===== config.mk =====
export PLATFORM = sky130hd
export DESIGN_NAME = ipv4_hdr_rewrite
export DESIGN_NICKNAME = d
export VERILOG_FILES = /design/src/rtl/ipv4_chk_pkg.sv /design/src/rtl/ipv4_csum_acc.sv /design/src/rtl/ipv4_ttl_patch.sv /design/src/rtl/ipv4_verdict.sv /design/src/rtl/ipv4_hdr_rewrite.sv
export SDC_FILE = /design/constraint.sdc
export NUM_CORES = 1
export LEC_CHECK = 0
export BUFFER_PORTS_ARGS = -buffer_cell sky130_fd_sc_hd__buf_2
export CAP_MARGIN = 20
export CORE_MARGIN = 1.5
export CORE_UTILIZATION = 30
export CTS_CLUSTER_DIAMETER = 100
export CTS_CLUSTER_SIZE = 14
export DETAILED_ROUTE_END_ITERATION = 10
export SKIP_LAST_GASP = 1
export SLEW_MARGIN = 10
export SYNTH_ARGS = -nofsm -noshare
export SYNTH_HDL_FRONTEND = slang
export SYNTH_SLANG_ARGS = --single-unit

===== constraint.sdc =====
create_clock -name clk -period 9.82 [get_ports clk]
set_input_delay 1.964 -clock clk [delete_from_list [all_inputs] [get_ports clk]]
set_output_delay 1.964 -clock clk [all_outputs]
set_load 0.01 [all_outputs]

===== src/rtl/ipv4_chk_pkg.sv =====
package ipv4_chk_pkg;

   typedef enum logic [2:0] {
      VERD_FWD    = 3'd0,
      VERD_LOCAL  = 3'd1,
      VERD_SLOW   = 3'd2,
      VERD_EXPIRE = 3'd3,
      VERD_BAD    = 3'd4
   } verdict_e;

   // fields gathered from the header as it streams past
   typedef struct packed {
      logic [3:0]  ver;
      logic [3:0]  ihl;
      logic [15:0] tot_len;
      logic [7:0]  ttl;
      logic [15:0] rx_cks;
      logic [15:0] l2_len;
      logic        local_dst;
   } hdr_fields_t;

   // 16-bit ones-complement add with end-around carry
   function automatic logic [15:0] oc_add(input logic [15:0] a, input logic [15:0] b);
      logic [16:0] s;
      s = {1'b0, a} + {1'b0, b};
      return s[15:0] + {15'd0, s[16]};
   endfunction

endpackage


===== src/rtl/ipv4_csum_acc.sv =====
module ipv4_csum_acc
   import ipv4_chk_pkg::*;
#(
   parameter int unsigned W         = 16,
   parameter int unsigned CNT_W     = 5,
   parameter int unsigned SKIP_IDX  = 5,
   parameter bit          FOLD_EACH = 1'b1
) (
   input  logic             clk,
   input  logic             rst_n,
   input  logic             start,
   input  logic             valid,
   input  logic [CNT_W-1:0] idx,
   input  logic [W-1:0]     word,
   output logic [W-1:0]     sum_o
);
   localparam logic [CNT_W-1:0] SKIP = CNT_W'(SKIP_IDX);

   logic [W-1:0] addend;
   assign addend = (idx == SKIP) ? '0 : word;

   generate
      if (FOLD_EACH) begin : g_fold_each
         // carry folded back on every word: 16-bit state, adder chain per cycle
         logic [W-1:0] acc_q, acc_n;
         always_comb begin
            acc_n = oc_add(start ? '0 : acc_q, addend);
         end
         always_ff @(posedge clk) begin
            if (!rst_n)     acc_q <= '0;
            else if (valid) acc_q <= acc_n;
         end
         assign sum_o = acc_n;
      end else begin : g_fold_late
         // wide binary sum, carries folded only when the result is read
         localparam int unsigned ACC_W = W + CNT_W;
         logic [ACC_W-1:0] acc_q, acc_n;
         logic [W:0]       fold1;
         always_comb begin
            acc_n = (start ? '0 : acc_q) + ACC_W'(addend);
            fold1 = {1'b0, acc_n[W-1:0]} + (W+1)'(acc_n[ACC_W-1:W]);
         end
         always_ff @(posedge clk) begin
            if (!rst_n)     acc_q <= '0;
            else if (valid) acc_q <= acc_n;
         end
         assign sum_o = fold1[W-1:0] + {{(W-1){1'b0}}, fold1[W]};
      end
   endgenerate

endmodule


===== src/rtl/ipv4_ttl_patch.sv =====
module ipv4_ttl_patch
   import ipv4_chk_pkg::*;
#(
   parameter int unsigned W       = 16,
   parameter int unsigned CNT_W   = 5,
   parameter int unsigned TTL_IDX = 4,
   parameter int unsigned CKS_IDX = 5
) (
   input  logic             clk,
   input  logic             rst_n,
   input  logic             valid,
   input  logic [CNT_W-1:0] idx,
   input  logic [W-1:0]     word,
   input  logic             fwd,
   output logic [W-1:0]     word_o
);
   localparam logic [CNT_W-1:0] I_TTL = CNT_W'(TTL_IDX);
   localparam logic [CNT_W-1:0] I_CKS = CNT_W'(CKS_IDX);

   logic         hit_ttl;
   logic [W-1:0] dec_word;
   logic         rw_q;
   logic [W-1:0] old_q, new_q;

   assign hit_ttl  = (idx == I_TTL) && fwd && (word[W-1:W-8] != 8'd0);
   assign dec_word = {word[W-1:W-8] - 8'd1, word[W-9:0]};

   always_comb begin
      word_o = word;
      if (hit_ttl)
         word_o = dec_word;
      else if ((idx == I_CKS) && rw_q)
         word_o = ~oc_add(oc_add(~word, ~old_q), new_q);
   end

   // the checksum word directly follows the hop-limit word, so the
   // pending flag needs to survive exactly one accepted word
   always_ff @(posedge clk) begin
      if (!rst_n) begin
         rw_q  <= 1'b0;
         old_q <= '0;
         new_q <= '0;
      end else if (valid) begin
         rw_q <= hit_ttl;
         if (hit_ttl) begin
            old_q <= word;
            new_q <= dec_word;
         end
      end
   end

endmodule


===== src/rtl/ipv4_verdict.sv =====
module ipv4_verdict
   import ipv4_chk_pkg::*;
#(
   parameter int unsigned W             = 16,
   parameter int unsigned CNT_W         = 5,
   parameter int unsigned MIN_HDR_BYTES = 20
) (
   input  hdr_fields_t      fld,
   input  logic [CNT_W-1:0] cnt,
   input  logic [W-1:0]     sum,
   output verdict_e         code
);
   localparam logic [15:0] MIN_L2   = 16'(MIN_HDR_BYTES);
   localparam logic [3:0]  BASE_IHL = 4'(MIN_HDR_BYTES / 4);

   logic bad_ver, bad_l2, bad_ihl, bad_tot, bad_cnt, bad_cks, malformed;

   always_comb begin
      bad_ver   = (fld.ver != 4'd4);
      bad_l2    = (fld.l2_len < MIN_L2);
      bad_ihl   = (fld.ihl < BASE_IHL);
      bad_tot   = (fld.tot_len < {10'd0, fld.ihl, 2'b00});
      bad_cnt   = (cnt != CNT_W'({fld.ihl, 1'b0}));
      bad_cks   = (~sum != fld.rx_cks);
      malformed = bad_ver | bad_l2 | bad_ihl | bad_tot | bad_cnt | bad_cks;

      if (malformed)                 code = VERD_BAD;
      else if (fld.ihl > BASE_IHL)   code = VERD_SLOW;
      else if (fld.local_dst)        code = VERD_LOCAL;
      else if (fld.ttl <= 8'd1)      code = VERD_EXPIRE;
      else                           code = VERD_FWD;
   end

endmodule


===== src/rtl/ipv4_hdr_rewrite.sv =====
module ipv4_hdr_rewrite
   import ipv4_chk_pkg::*;
#(
   parameter int unsigned W             = 16,
   parameter int unsigned CNT_W         = 5,
   parameter int unsigned MIN_HDR_BYTES = 20,
   parameter bit          FOLD_EACH     = 1'b1
) (
   input  logic         clk,
   input  logic         rst_n,
   input  logic         in_valid,
   input  logic         in_sop,
   input  logic         in_eop,
   input  logic [W-1:0] in_word,
   input  logic [15:0]  in_l2_len,
   input  logic         in_local,
   output logic         out_valid,
   output logic         out_sop,
   output logic         out_eop,
   output logic [W-1:0] out_word,
   output logic         dec_valid,
   output logic [2:0]   dec_code
);
   localparam int unsigned     IDX_LEN = 1;
   localparam int unsigned     IDX_TTL = 4;
   localparam int unsigned     IDX_CKS = 5;
   localparam logic [CNT_W-1:0] CNT_SAT = {CNT_W{1'b1}};

   generate
      if (W != 16) begin : g_chk_w
         $error("ipv4_hdr_rewrite: header word width must be 16");
      end
      if (CNT_W < 5) begin : g_chk_cnt
         $error("ipv4_hdr_rewrite: CNT_W must count up to 30 words");
      end
      if (MIN_HDR_BYTES % 4 != 0) begin : g_chk_min
         $error("ipv4_hdr_rewrite: minimum header must be whole 32-bit words");
      end
   endgenerate

   // word position within the header
   logic [CNT_W-1:0] cnt_q, idx, cnt_n;
   assign idx   = in_sop ? '0 : cnt_q;
   assign cnt_n = (idx == CNT_SAT) ? idx : idx + 1'b1;

   always_ff @(posedge clk) begin
      if (!rst_n)        cnt_q <= '0;
      else if (in_valid) cnt_q <= cnt_n;
   end

   // field capture; *_n reflects the current word as well
   hdr_fields_t fld_q, fld_n;

   always_comb begin
      fld_n = fld_q;
      if (in_sop) begin
         fld_n.ver       = in_word[15:12];
         fld_n.ihl       = in_word[11:8];
         fld_n.l2_len    = in_l2_len;
         fld_n.local_dst = in_local;
      end
      if (idx == CNT_W'(IDX_LEN)) fld_n.tot_len = in_word;
      if (idx == CNT_W'(IDX_TTL)) fld_n.ttl     = in_word[15:8];
      if (idx == CNT_W'(IDX_CKS)) fld_n.rx_cks  = in_word;
   end

   always_ff @(posedge clk) begin
      if (!rst_n)        fld_q <= '0;
      else if (in_valid) fld_q <= fld_n;
   end

   logic [W-1:0] sum_n;
   logic [W-1:0] patched;
   verdict_e     code_n;

   ipv4_csum_acc #(
      .W(W), .CNT_W(CNT_W), .SKIP_IDX(IDX_CKS), .FOLD_EACH(FOLD_EACH)
   ) u_acc (
      .clk(clk), .rst_n(rst_n), .start(in_sop), .valid(in_valid),
      .idx(idx), .word(in_word), .sum_o(sum_n)
   );

   ipv4_ttl_patch #(
      .W(W), .CNT_W(CNT_W), .TTL_IDX(IDX_TTL), .CKS_IDX(IDX_CKS)
   ) u_patch (
      .clk(clk), .rst_n(rst_n), .valid(in_valid), .idx(idx),
      .word(in_word), .fwd(!fld_n.local_dst), .word_o(patched)
   );

   ipv4_verdict #(
      .W(W), .CNT_W(CNT_W), .MIN_HDR_BYTES(MIN_HDR_BYTES)
   ) u_verd (
      .fld(fld_n), .cnt(cnt_n), .sum(sum_n), .code(code_n)
   );

   always_ff @(posedge clk) begin
      if (!rst_n) begin
         out_valid <= 1'b0;
         out_sop   <= 1'b0;
         out_eop   <= 1'b0;
         out_word  <= '0;
         dec_valid <= 1'b0;
         dec_code  <= 3'd0;
      end else begin
         out_valid <= in_valid;
         out_sop   <= in_valid & in_sop;
         out_eop   <= in_valid & in_eop;
         if (in_valid) out_word <= patched;
         dec_valid <= in_valid & in_eop;
         if (in_valid & in_eop) dec_code <= code_n;
      end
   end

endmodule


==> results.txt <==
post-synthesis sequential area ratio: 0.272
r2r startpoint: u_patch.new_q[0]
R2R cell count: 38
initial antenna violation count: 0
vias per cell: 5.22
# diodes: 0
most frequent cells after synthesis: nand2_1, nor2_1, dfxtp_1
hold_buf cts: 0
Max-cap violations: 0
Remaining DRCs: 4
leading post-synthesis cells by cell area: dfxtp_1, ha_1, nand2_1, a21oi_1, nor2_1
total power: 0.00150 W
vias: 8816
area leader, netlist: dfxtp_1
share of cells above drive strength 1: 0.132
Comb pwr share: 0.221
Final period util: 0.940
CTS tree: built
worst skew pair latency: 420 ps
mapped cell area: 9420 µm²
Fin. Hold Viols: 0
Worst Hold End: fld_q[63]
max_slew headroom: 0.334
final setup violation count: 0
Final GP Congestion: 0.834
Crit path arrival time: 9580 ps
post-synthesis adder-cell area fraction: 0.0901
mux contribution to synthesized area: 0.0215
Finished Core Util: 0.352
Total Routing Usage GR: 0.167
Synth cell types: 87
Synth Flop Type: dfxtp_1
WL final: 27.4 mm
fillcell total: 3273
DP HPWL: 20.4 mm
largest family of logic cells by synthesized area: simple AND/OR/NAND/NOR gates
htree depth: 4
P&R area growth vs syn: 14.8%
WHS Path Cells: 2
Post-Syn Nets: 1338
setup TNS: 0 ps
GRT overflow: 0
HP Start: fld_q[63]
min Tclk post-route: 9230 ps
Clock power frac: 0.413
DRT Pass-1 Iters: 10
clock slew at reported path FFs: 60 ps
Worst Clk Skew: 11.7 ps
CP peak stage delay: 470 ps
die area: 32500 µm²
Yosys warnings: 0
Die Wd: 180 µm
Int Power: 0.00104 W
FF-to-FF End: out_word[15]
IO Count: 61
vias in the first global route: 8071
Sw Pwr: 0.000453 W
fin area: 10800 µm²
Rows: 64
Post-Syn Area per Cell: 7.63 µm²
core area: 30700 µm²
CTS sink cnt: 128
asr flop ratio synth: 0
Max Fclk: 108 MHz
violated checks: design-rule violations
flop and latch count out of synthesis: 128
Die H: 180 µm
status: complete, but fails checks
Post-Synth Simple-Gate Area: 0.251
max-slew violations: 0
pin count of the biggest net entering global routing: 88
fin nets: 1387
Least-Margin Pin Slew: 999 ps
drt wl/cell: 16.2 µm
Critical Path Source Type: input pin
Hold Path Class: reg2reg
Compound-Gate Fraction of Synth Area: 0.225
Worst path slowest cell: or4_4
crit path capture type: flip-flop
root buf cell: clkbuf_16
CTS buffer count: 17
Starting Density: 0.306
Seq pwr share: 0.366
CP Class: in2reg
pre-CTS setup slack: 84.7 ps
Leak Pwr: 4.37 nW
R2R Setup Slk: 1960 ps
RSZ-0062 raised after global routing: no
number of synthesized flops with an enable pin: 0
DP Area: 10200 µm²
setup ws final: 592 ps
area share of the leading cell type in the synthesized netlist: 0.272
initial drt markers: 652
Clock Path Buffers: 2
xor and xnor fraction of the mapped netlist area: 0.0919
most frequent cell after synthesis: nand2_1
worst vdd ir: 0.120 mV
number of port buffers: 58
Req. time, crit path: 10170 ps
first-pass GRT wire length: 43.1 mm
Switching Share: 0.302
pwr dens: 138 nW/µm²
Cells after Synth: 1234
remaining antenna violation count: 0
critical path fanouts, max: 5
## per-stage QoR
| stage | hold slack, ps | std cells |
|---|---|---|
| 2_1_floorplan | 431 | 1234 |
| 3_3_place_gp | 439 | 1658 |
| 3_5_place_dp | 444 | 1658 |
| 4_1_cts | 452 | 1688 |
| 5_1_grt | 469 | 1690 |
| 6_report | 452 | 1690 |
## power groups by stage
stage | combinational [W] | sequential (W) | clock [W]
final | 0.000331 | 0.000548 | 0.000618
after floorplan | 0.000240 | 0.000559 | 0
after detailed placement | 0.000327 | 0.000559 | 0
after global placement | 0.000323 | 0.000559 | 0
after CTS | 0.000330 | 0.000548 | 0.000628
after global routing | 0.000365 | 0.000550 | 0.000652
## placed cells by master, fill, tap and decap left out, types with 10 or more instances in the layout
| master | synthesis | routed |
|---|---|---|
| xor2_1 | 21 | 21 |
| buf_2 | 2 | 58 |
| buf_4 | 1 | 33 |
| nor4_1 | 13 | 13 |
| ha_1 | 63 | 61 |
| xnor2_1 | 51 | 50 |
| nor3_1 | 21 | 21 |
| nand2_1 | 169 | 169 |
| a211oi_1 | 33 | 32 |
| o21a_1 | 12 | 12 |
| o21ai_0 | 42 | 42 |
| or3_1 | 10 | 10 |
| dfxtp_1 | 128 | 128 |
| nand3_1 | 27 | 27 |
| clkbuf_16 | 0 | 17 |
| nor2b_1 | 26 | 25 |
| inv_1 | 53 | 52 |
| a21oi_1 | 125 | 124 |
| nor2_1 | 154 | 153 |
| o21ai_1 | 10 | 10 |
| o211ai_1 | 10 | 10 |
| mux2i_1 | 18 | 18 |
| a21o_1 | 19 | 19 |
## layout make-up
class	count	area, µm²	share of cell area
clock buffers	17	425	0.0393
inverters	55	208	0.0192
flip-flops and latches	128	2560	0.237
well taps	396	495	0.0458
repair buffers	93	554	0.0513
clock inverters	13	141	0.0131
multi-input cells	988	6420	0.594
## per-layer routing
metal  global-route usage  routed length [µm]  up-vias
met4               0.0447                 353        0
met2                0.271               12400      210
met1                0.228               13500     4120
met5                    0                   0        -
li1                     -                   -     4456
met3               0.0289                1270       30
## sequential cells by signal, summed over array words and instances (netlist names)
signal and count:
fld_q 60, out_word 16, u_acc.g_fold_each.acc_q 16, u_patch.new_q 16, u_patch.old_q 8, cnt_q 5
dec_code 3, dec_valid 1, out_sop 1, out_valid 1, u_patch.rw_q 1
## worst max path at each step
stage,from,end,cells past startpoint
CTS,in_word[0],out_word[12],39
global route,in_word[0],out_word[15],39
floorplan,in_word[0],out_word[12],39
finish,in_word[0],out_word[15],39
detailed placement,in_word[0],out_word[12],39
global placement,in_word[0],out_word[12],39
## what timing repair did
action,4_1_cts,5_1_grt
gates resized for setup,0,6
endpoints found under the setup margin,0,4
setup buffers,0,0
## worst max-delay path, delay by kind of cell
| family | cells | cell delay, ps |
|---|---|---|
| buffers and inverters | 4 | 450 |
| XOR/XNOR | 2 | 550 |
| adder cells (fa/ha/maj) | 5 | 1300 |
| AO/OA/AOI/OAI | 14 | 2450 |
| AND/OR/NAND/NOR | 14 | 2890 |
## kinds of logic after synthesis
| family | after synthesis |
|---|---|
| xor+xnor | 83 |
| buf+inv | 118 |
| flops | 128 |
| fa+ha+maj | 66 |
| mux | 20 |
| compound gates | 325 |
| simple gates | 494 |
No activity file was read; power rests on OpenSTA's default activity.
